`src/rtl/crx_pkg.sv`:
```
package crx_pkg;

  localparam int unsigned PORT_AW  = 5;
  localparam int unsigned BYTE_W   = 8;
  localparam logic [PORT_AW-1:0] NULL_PORT = '1;

  // odd parity: the returned bit plus the byte always hold an odd count of ones
  function automatic logic odd_parity(input logic [BYTE_W-1:0] b);
    return ~(^b);
  endfunction

  // a poll hits only on an exact match with a non-null programmed address
  function automatic logic addr_hit(input logic [PORT_AW-1:0] polled,
                                    input logic [PORT_AW-1:0] mine);
    return (polled == mine) && (mine != NULL_PORT);
  endfunction

endpackage

```
`src/rtl/crx_wr_ctrl.sv`:
```
module crx_wr_ctrl #(
  parameter int unsigned CELL_BYTES = 53,
  parameter int unsigned CELL_SLOTS = 4,
  localparam int unsigned SLOT_W = $clog2(CELL_SLOTS),
  localparam int unsigned BIDX_W = $clog2(CELL_BYTES),
  localparam int unsigned CNT_W  = $clog2(CELL_SLOTS + 1)
) (
  input  logic              clk_i,
  input  logic              rst_ni,
  input  logic              wr_valid_i,
  input  logic [CNT_W-1:0]  used_i,
  output logic              mem_we_o,
  output logic [SLOT_W-1:0] mem_slot_o,
  output logic [BIDX_W-1:0] mem_byte_o,
  output logic              commit_o
);

  localparam logic [BIDX_W-1:0] LAST_BYTE = BIDX_W'(CELL_BYTES - 1);
  localparam logic [SLOT_W-1:0] LAST_SLOT = SLOT_W'(CELL_SLOTS - 1);
  localparam logic [CNT_W-1:0]  SLOTS_C   = CNT_W'(CELL_SLOTS);

  logic [BIDX_W-1:0] byte_q;
  logic [SLOT_W-1:0] slot_q;
  logic              keep_q;
  logic              keep_now;

  // the keep/drop decision is taken once, at byte 0, and held for the cell
  assign keep_now   = (byte_q == '0) ? (used_i < SLOTS_C) : keep_q;
  assign mem_we_o   = wr_valid_i && keep_now;
  assign commit_o   = mem_we_o && (byte_q == LAST_BYTE);
  assign mem_slot_o = slot_q;
  assign mem_byte_o = byte_q;

  always_ff @(posedge clk_i) begin
    if (!rst_ni) begin
      byte_q <= '0;
      slot_q <= '0;
      keep_q <= 1'b0;
    end else if (wr_valid_i) begin
      keep_q <= keep_now;
      byte_q <= (byte_q == LAST_BYTE) ? '0 : byte_q + 1'b1;
      if (commit_o) slot_q <= (slot_q == LAST_SLOT) ? '0 : slot_q + 1'b1;
    end
  end

endmodule

```
`src/rtl/crx_rd_ctrl.sv`:
```
module crx_rd_ctrl #(
  parameter int unsigned CELL_BYTES = 53,
  parameter int unsigned CELL_SLOTS = 4,
  localparam int unsigned SLOT_W = $clog2(CELL_SLOTS),
  localparam int unsigned BIDX_W = $clog2(CELL_BYTES),
  localparam int unsigned CNT_W  = $clog2(CELL_SLOTS + 1)
) (
  input  logic              clk_i,
  input  logic              rst_ni,
  input  logic              enb_n_i,
  input  logic              hit_i,
  input  logic [CNT_W-1:0]  used_i,
  output logic              sel_o,
  output logic              busy_o,
  output logic [SLOT_W-1:0] slot_o,
  output logic [BIDX_W-1:0] byte_o,
  output logic              release_o
);

  localparam logic [BIDX_W-1:0] LAST_BYTE = BIDX_W'(CELL_BYTES - 1);
  localparam logic [SLOT_W-1:0] LAST_SLOT = SLOT_W'(CELL_SLOTS - 1);

  logic              sel_q;
  logic [SLOT_W-1:0] slot_q;
  logic [BIDX_W-1:0] byte_q;
  logic              take;

  assign busy_o    = sel_q && (used_i != '0);
  assign take      = busy_o && !enb_n_i;
  assign release_o = take && (byte_q == LAST_BYTE);
  assign sel_o     = sel_q;
  assign slot_o    = slot_q;
  assign byte_o    = byte_q;

  // selection is resolved only on cycles where the enable is high
  always_ff @(posedge clk_i) begin
    if (!rst_ni)      sel_q <= 1'b0;
    else if (enb_n_i) sel_q <= hit_i;
  end

  always_ff @(posedge clk_i) begin
    if (!rst_ni) begin
      slot_q <= '0;
      byte_q <= '0;
    end else if (take) begin
      byte_q <= (byte_q == LAST_BYTE) ? '0 : byte_q + 1'b1;
      if (release_o) slot_q <= (slot_q == LAST_SLOT) ? '0 : slot_q + 1'b1;
    end
  end

endmodule

```
`src/rtl/crx_buffer.sv`:
```
module crx_buffer #(
  parameter int unsigned CELL_BYTES = 53,
  parameter int unsigned CELL_SLOTS = 4,
  localparam int unsigned SLOT_W = $clog2(CELL_SLOTS),
  localparam int unsigned BIDX_W = $clog2(CELL_BYTES),
  localparam int unsigned WORDS  = CELL_BYTES * CELL_SLOTS,
  localparam int unsigned MEM_AW = $clog2(WORDS)
) (
  input  logic                      clk_i,
  input  logic                      we_i,
  input  logic [SLOT_W-1:0]         wslot_i,
  input  logic [BIDX_W-1:0]         wbyte_i,
  input  logic [crx_pkg::BYTE_W-1:0] wdata_i,
  input  logic [SLOT_W-1:0]         rslot_i,
  input  logic [BIDX_W-1:0]         rbyte_i,
  output logic [crx_pkg::BYTE_W-1:0] rdata_o
);

  logic [crx_pkg::BYTE_W-1:0] mem_q [WORDS];
  logic [MEM_AW-1:0] waddr;
  logic [MEM_AW-1:0] raddr;

  assign waddr   = MEM_AW'(wslot_i) * MEM_AW'(CELL_BYTES) + MEM_AW'(wbyte_i);
  assign raddr   = MEM_AW'(rslot_i) * MEM_AW'(CELL_BYTES) + MEM_AW'(rbyte_i);
  assign rdata_o = mem_q[raddr];

  always_ff @(posedge clk_i) begin
    if (we_i) mem_q[waddr] <= wdata_i;
  end

endmodule

```
`src/rtl/crx_slave_rx.sv`:
```
module crx_slave_rx #(
  parameter int unsigned CELL_BYTES = 53,
  parameter int unsigned CELL_SLOTS = 4
) (
  input  logic                        clk_i,
  input  logic                        rst_ni,
  input  logic [crx_pkg::PORT_AW-1:0] my_addr_i,
  input  logic [crx_pkg::PORT_AW-1:0] poll_addr_i,
  input  logic                        rx_enb_n_i,
  output logic [crx_pkg::BYTE_W-1:0]  rx_data_o,
  output logic                        rx_soc_o,
  output logic                        rx_par_o,
  output logic                        clav_o,
  output logic                        clav_oe_o,
  input  logic                        wr_valid_i,
  input  logic [crx_pkg::BYTE_W-1:0]  wr_data_i
);

  localparam int unsigned SLOT_W = $clog2(CELL_SLOTS);
  localparam int unsigned BIDX_W = $clog2(CELL_BYTES);
  localparam int unsigned CNT_W  = $clog2(CELL_SLOTS + 1);

  // named internal events, visible to the bound checker
  logic [CNT_W-1:0]          used_cnt;
  logic [CNT_W-1:0]          ready_cnt;
  logic                      wr_commit;
  logic                      rd_release;
  logic                      addr_hit;
  logic                      sel_q;
  logic                      rd_busy;
  logic                      mem_we;
  logic [SLOT_W-1:0]         w_slot;
  logic [BIDX_W-1:0]         w_byte;
  logic [SLOT_W-1:0]         r_slot;
  logic [BIDX_W-1:0]         r_byte;
  logic [crx_pkg::BYTE_W-1:0] r_data;

  assign addr_hit = crx_pkg::addr_hit(poll_addr_i, my_addr_i);

  crx_wr_ctrl #(.CELL_BYTES(CELL_BYTES), .CELL_SLOTS(CELL_SLOTS)) u_wr (
    .clk_i      (clk_i),
    .rst_ni     (rst_ni),
    .wr_valid_i (wr_valid_i),
    .used_i     (used_cnt),
    .mem_we_o   (mem_we),
    .mem_slot_o (w_slot),
    .mem_byte_o (w_byte),
    .commit_o   (wr_commit)
  );

  crx_rd_ctrl #(.CELL_BYTES(CELL_BYTES), .CELL_SLOTS(CELL_SLOTS)) u_rd (
    .clk_i     (clk_i),
    .rst_ni    (rst_ni),
    .enb_n_i   (rx_enb_n_i),
    .hit_i     (addr_hit),
    .used_i    (used_cnt),
    .sel_o     (sel_q),
    .busy_o    (rd_busy),
    .slot_o    (r_slot),
    .byte_o    (r_byte),
    .release_o (rd_release)
  );

  crx_buffer #(.CELL_BYTES(CELL_BYTES), .CELL_SLOTS(CELL_SLOTS)) u_buf (
    .clk_i   (clk_i),
    .we_i    (mem_we),
    .wslot_i (w_slot),
    .wbyte_i (w_byte),
    .wdata_i (wr_data_i),
    .rslot_i (r_slot),
    .rbyte_i (r_byte),
    .rdata_o (r_data)
  );

  // committed cells not yet fully read
  always_ff @(posedge clk_i) begin
    if (!rst_ni) used_cnt <= '0;
    else         used_cnt <= used_cnt + CNT_W'(wr_commit) - CNT_W'(rd_release);
  end

  // a cell whose read-out has begun is no longer advertised
  assign ready_cnt = used_cnt - CNT_W'(r_byte != '0);

  assign clav_oe_o = addr_hit;
  assign clav_o    = addr_hit && (ready_cnt != '0);
  assign rx_data_o = rd_busy ? r_data : '0;
  assign rx_soc_o  = rd_busy && (r_byte == '0);
  assign rx_par_o  = crx_pkg::odd_parity(rx_data_o);

endmodule

```
`config.mk`:
```
export PLATFORM = sky130hd
export DESIGN_NAME = crx_slave_rx
export DESIGN_NICKNAME = d
export VERILOG_FILES = /design/src/rtl/crx_pkg.sv /design/src/rtl/crx_wr_ctrl.sv /design/src/rtl/crx_rd_ctrl.sv /design/src/rtl/crx_buffer.sv /design/src/rtl/crx_slave_rx.sv
export SDC_FILE = /design/constraint.sdc
export NUM_CORES = 1
export LEC_CHECK = 0
export BUFFER_PORTS_ARGS = -buffer_cell sky130_fd_sc_hd__clkbuf_2
export CAP_MARGIN = 20
export CORE_ASPECT_RATIO = 0.6
export CORE_MARGIN = 3
export CORE_UTILIZATION = 50
export CTS_CLUSTER_DIAMETER = 100
export CTS_CLUSTER_SIZE = 8
export DETAILED_ROUTE_END_ITERATION = 12
export PLACE_DENSITY = 0.65
export SYNTH_ARGS = -nofsm -noshare
export SYNTH_HDL_FRONTEND = slang
export SYNTH_SLANG_ARGS = --single-unit
```
`constraint.sdc`:
```
create_clock -name clk_i -period 8.7 [get_ports clk_i]
set_clock_uncertainty 0.2 [all_clocks]
set_input_delay 0.87 -clock clk_i [delete_from_list [all_inputs] [get_ports clk_i]]
set_output_delay 0.87 -clock clk_i [all_outputs]
set_load 0.1 [all_outputs]
```
==> flow_summary.toml, run 1 <==
[global_route]
grt_util_all_layers_pct = 25.44
grt_pass1_vias = 33960
grt-ovfl-total = 0
antenna_found_initial = 8
grt_max_degree = 139
grt_pass1_wl_um = 255300

[power]
power_mw = 17.32
cellPowerDensity_mw_per_mm2 = 225.8
leakage_nw = 23.69
ir_drop_mv = 0.1968

[setup_path]
worstRegToRegCells = 11
r2r-end = "u_buf.mem_q[55][1]"
end_kind = "primary output"
start_kind = "flop"
critPathArrivalTime_ps = 6910
critPathLaunch = "u_rd.slot_o[1]"
path_max_fanout = 37
reg2reg_slack_ps = 3630
cp.required_ps = 7630
critPathKind = "reg2out"
r2r-start = "u_wr.mem_slot_o[1]"

[timing]
max_freq_mhz = 125.3
hold_viol = 0
slew_viol_final = 0
fin_setup_tns_ps = 0
relSlewSlack_pct = 21.63
min_period_ps = 7979
fin_crit_sh_pct = 91.72
rsz0062_at_grt = "no"
worstMarginPinSlew_ps = 1171
setup_viol = 0

[synth]
yosysTopAreaCell = "edfxtp_1"
synthCells = 3238
synth-edff-count = 1696
synth_top_area_share_pct = 74.52
ys_top_cells_by_area = "edfxtp_1, mux4_2, nor2_1, nand2_1, mux2i_1"
yosysWarnings = 0
yosysUniqueCellTypes = 65
ys.flop_type = "edfxtp_1"
netlist_top_cells_count = "edfxtp_1, mux4_2, nor2_1"
synth_nets = 3296
ys_ff_latch = 1717
synth.avg_cell_area_um2 = 21.11
syn_area_mm2 = 0.06834
synth.most_common_cell = "edfxtp_1"
yosysSeqAreaShare_pct = 75.13
async_reset_ff_share_pct = 0

[cts]
numCtsBuffers = 232
cts.sinks = 1717
cts_buffer_depth = 3
htree_levels = 4
clock_tree.root_cell = "clkbuf_16"
insertion_delay_ps = 810
cts_tree = "yes"
post_cts_buffers = 0
hold_buffers = 0
path_clk_slew_ps = 60
cts_resized = 0

[place]
gp_congestion = 0.9109
io_buffers = 33
place_hpwl_um = 110500

[min_path]
hp-start = "rx_enb_n_i"
holdPathStages = 3
hp-class = "in2reg"
worstHoldEndpoint = "u_rd.sel_o"

[job]
maxCapViolations = 0

[drt]
drtIter0Drc = 5171
viasPerCell = 6.605
ant_nets = 0
drc = 0
avgRoutedWirePerCell_um = 34.08
drt-pass1-iter-count = 5
vias = 34680
wl_um = 178900

[status]
run_status = "complete, no violations"

[die]
fp.dieArea_mm2 = 0.1413
core-area_mm2 = 0.1349
num_rows = 104
die_y_um = 292.4
die_w_um = 483.3
initial_utilization_pct = 50.65
io_pins = 34

[layout]
drive_gt1_share_pct = 24.66
nets = 3453
syn2layout_area_growth_pct = 12.23
fillers = 9583
[kinds of logic (layout without fill, tap and decap cells)]
logic type               Yosys count  in the layout  synth area share [%]
flip-flops                      1717           1717                 75.13
AND/OR/NAND/NOR                  564            564                 3.530
multiplexers                     543            543                 16.73
buffers and inverters            205            410                 1.933
AO/OA/AOI/OAI                    138            138                 1.406
adder cells (fa/ha/maj)           36             36                0.7140
XOR/XNOR                          35             35                0.5492
other                              0              5                     0
[metrics by stage]
stage               setup WS [ps]  hold WS (ps)  instances  cell area [µm²]  util, %
floorplan                    1207         252.0       3238            68340        -
global placement             1704         264.5       4959            70380    52.15
detailed placement           1714         268.3       4959            70380    52.15
CTS                         775.2         58.23       5241            76600    56.77
global route                574.0         106.7       5245            76690    56.83
finish                      720.7         102.8       5250            76700    56.84
[final cells by class]
cell class	count	area [µm²]	share of cell area, %
sequential	1717	51350	66.95
multi-input combinational	1316	15810	20.61
clock buffer	271	6016	7.843
tap	1802	2255	2.940
timing repair buffer	105	963.4	1.256
clock inverter	11	207.7	0.2708
inverter	23	86.33	0.1126
antenna	5	12.51	0.01631
[worst max-delay path, cell delays in order, from the launching register on]
cell,delay [ps]
dfxtp_1,390
ha_1,370
ha_4,160
inv_1,60
fa_4,1340
buf_4,500
mux4_2,270
nor2_1,40
a2111oi_0,730
nor3_1,220
nor2_1,440
o311ai_1,200
nor2_1,310
xnor2_2,120
xnor3_1,390
clkbuf_2,500
[where the power goes]
| part | leakage [nW] | internal, mW | switching, mW | total [mW] |
|---|---|---|---|---|
| combinational | 5.25 | 0.0282 | 0.183 | 0.211 |
| clock | 3.03 | 4.76 | 3.23 | 7.99 |
| sequential | 15.4 | 9.11 | 0.00330 | 9.12 |
[worst max-delay path by stage]
stage,cells after the start,endpoint
floorplan,16,rx_par_o
global placement,15,rx_par_o
detailed placement,15,rx_par_o
CTS,15,rx_par_o
global route,15,rx_par_o
finish,15,rx_par_o
[cells in the final DEF (no fill, tap or decap), drive strengths merged, types with 5 or more instances in the layout]
cell / instances
a211oi: 15
a21oi: 33
a311oi: 8
a31oi: 12
and2: 10
and3: 7
buf: 79
clkbuf: 297
clkinv: 6
dfxtp: 21
diode: 5
edfxtp: 1696
fa: 5
ha: 31
inv: 28
mux2: 8
mux2i: 61
mux4: 474
nand2: 167
nand2b: 9
nand3: 31
nand4: 23
nor2: 265
nor2b: 13
nor3: 18
o211ai: 7
o21ai: 16
xnor2: 19
xor2: 14
[routing by layer]
layer	wire length (µm)	up-vias	track usage, %
li1	-	13640	-
met1	75080	18510	39.22
met2	74170	2252	33.85
met3	25340	267	9.606
met4	4348	0	7.285
met5	0	-	0
[state kept, by name (all words and copies together) (netlist names)]
register,count
used_cnt,3
u_wr.mem_byte_o,6
u_wr.keep_q,1
u_rd.slot_o,2
u_buf.mem_q,1696
u_wr.mem_slot_o,2
u_rd.byte_o,6
u_rd.sel_o,1
Power figures use the tool's default switching activity.
==> inputs of run 2 (changes only) <==
Settings changed: BUFFER_PORTS_ARGS -buffer_cell sky130_fd_sc_hd__clkbuf_2 to default, DONT_BUFFER_PORTS from default to 1, PLACE_DENSITY 0.65 to default.
==> flow_summary.toml, run 2 (same netlist as run 1, synthesis figures left out) <==
[status]
run_status = "complete, no violations"

[layout]
multi_input_area_mm2 = 0.01583
layout_common_cells = "edfxtp_1, mux4_2, nor2_1"
top_register = "u_buf.mem_q"
largest_register_ffs = 1696
regArea_mm2 = 0.05135
layout_commonest_cell = "edfxtp_1"
nets = 3448
syn2layout_area_growth_pct = 12.67
fillers = 9754
drive_gt1_share_pct = 24.08

[cts]
clock_tree.root_cell = "clkbuf_16"
htree_levels = 4
cts_buffer_depth = 3
cts_tree = "yes"
cts_resized = 0
numCtsBuffers = 232
path_clk_slew_ps = 50
cts.sinks = 1717
insertion_delay_ps = 830

[setup_path]
path_max_fanout = 54
cp.required_ps = 7630
critPathArrivalTime_ps = 6990
start_kind = "flop"
critPathKind = "reg2out"
reg2reg_slack_ps = 3620
end_kind = "primary output"

[global_route]
use_met2_pct = 35.10
busiest_layer = "met1"
gr-usage-met3_pct = 9.097
grt_pass1_wl_um = 263600
grt_pass1_vias = 34390
met1_usage_pct = 41.62
grt-ovfl-total = 0
grt_max_degree = 189
grt_util_all_layers_pct = 26.46
antenna_found_initial = 9

[die]
fp.dieArea_mm2 = 0.1413
num_rows = 104
initial_utilization_pct = 50.65
die_w_um = 483.3
die_y_um = 292.4
io_pins = 34
core-area_mm2 = 0.1349

[place]
place_hpwl_um = 106200
dpl_worst_slack_ps = 1502
gp_congestion = 0.8662
io_buffers = 0

[job]
maxCapViolations = 0

[drt]
viasPerCell = 6.559
drtIter0Drc = 5295
ant_nets = 0
wl_um = 184300
avgRoutedWirePerCell_um = 35.13
drt-pass1-iter-count = 5
drc = 0
vias = 34420

[timing]
worstMarginPinSlew_ps = 1187
rsz0062_at_grt = "no"
slew_viol_final = 0
hold_viol = 0
relSlewSlack_pct = 20.34
min_period_ps = 8064
timing.final.ws_setup_ps = 635.8
max_freq_mhz = 124.0
fin_crit_sh_pct = 92.69
fin_setup_tns_ps = 0
setup_viol = 0

[power]
ir_drop_mv = 0.1711
cellPowerDensity_mw_per_mm2 = 225.1
leakage_nw = 23.74

[min_path]
hp-class = "in2reg"
-- run 2: cell count changes in the layout (fill, tap and decap cells not counted), sizes merged --
cell and delta:
clkinv +3, clkbuf -28, diode +3, inv -1
dlygate4sd3 +21
-- run 2: layout make-up --
type	count	share of cell area, %
diodes	8	0.02600
clock buffers	269	7.803
clock inverters	13	0.3900
inverters	23	0.1121
multi-input cells	1316	20.56
flip-flops and latches	1717	66.69
well taps	1802	2.928
repair buffers	100	1.495
-- run 2: metal layers --
metal,share of wire [%],vias to the layer above,wire length (µm)
met4,2.3,0,4220
met5,0,-,0
met2,41,2167,76420
met3,13,274,24030
met1,43,18360,79670
li1,-,13630,-
-- run 2: final timing paths --
path	start	to	cells past startpoint
worst max register to register	u_wr.mem_slot_o[1]	u_buf.mem_q[32][5]	11
worst min-delay path	wr_data_i[3]	u_buf.mem_q[147][3]	0
worst min register to register	u_wr.keep_q	u_wr.keep_q	2
worst max-delay path	u_rd.slot_o[1]	rx_par_o	15
-- run 2: power by group --
group          leakage [nW]  switching (mW)  internal (mW)
clock                  3.06            3.30           4.78
combinational          5.27           0.105         0.0328
sequential             15.4         0.00332           9.11
total                  23.7            3.41           13.9
-- run 2: timing repair --
item / in CTS / in global routing
buffers inserted: 0 / 0
hold buffers: 30 / 0
hold endpoints to repair: 432 / 0
-- run 2: worst max-delay path, stage by stage (launching register included) --
cell	delay [ps]
dfxtp_1	390
ha_1	360
ha_4	150
inv_1	60
fa_4	1440
buf_12	420
mux4_2	380
mux4_2	470
nor2_1	110
nor2_1	60
o21ai_0	450
nand3_1	160
o2111a_1	580
xnor2_1	340
xnor3_1	430
buf_4	240
-- run 2: stage by stage --
stage | hold WS (ps) | area [µm²] | util (%) | power (mW) | std cells
after detailed placement | 275.2 | 70220 | 52.04 | 9.331 | 4926
after floorplan | 252.0 | 68340 | - | 9.305 | 3238
after global placement | 261.7 | 70200 | 52.02 | 9.329 | 4924
final | 58.47 | 77000 | 57.06 | 17.33 | 5248
after CTS | 1.056 | 76960 | 57.03 | 17.42 | 5238
after global routing | 27.45 | 76980 | 57.05 | 17.78 | 5240
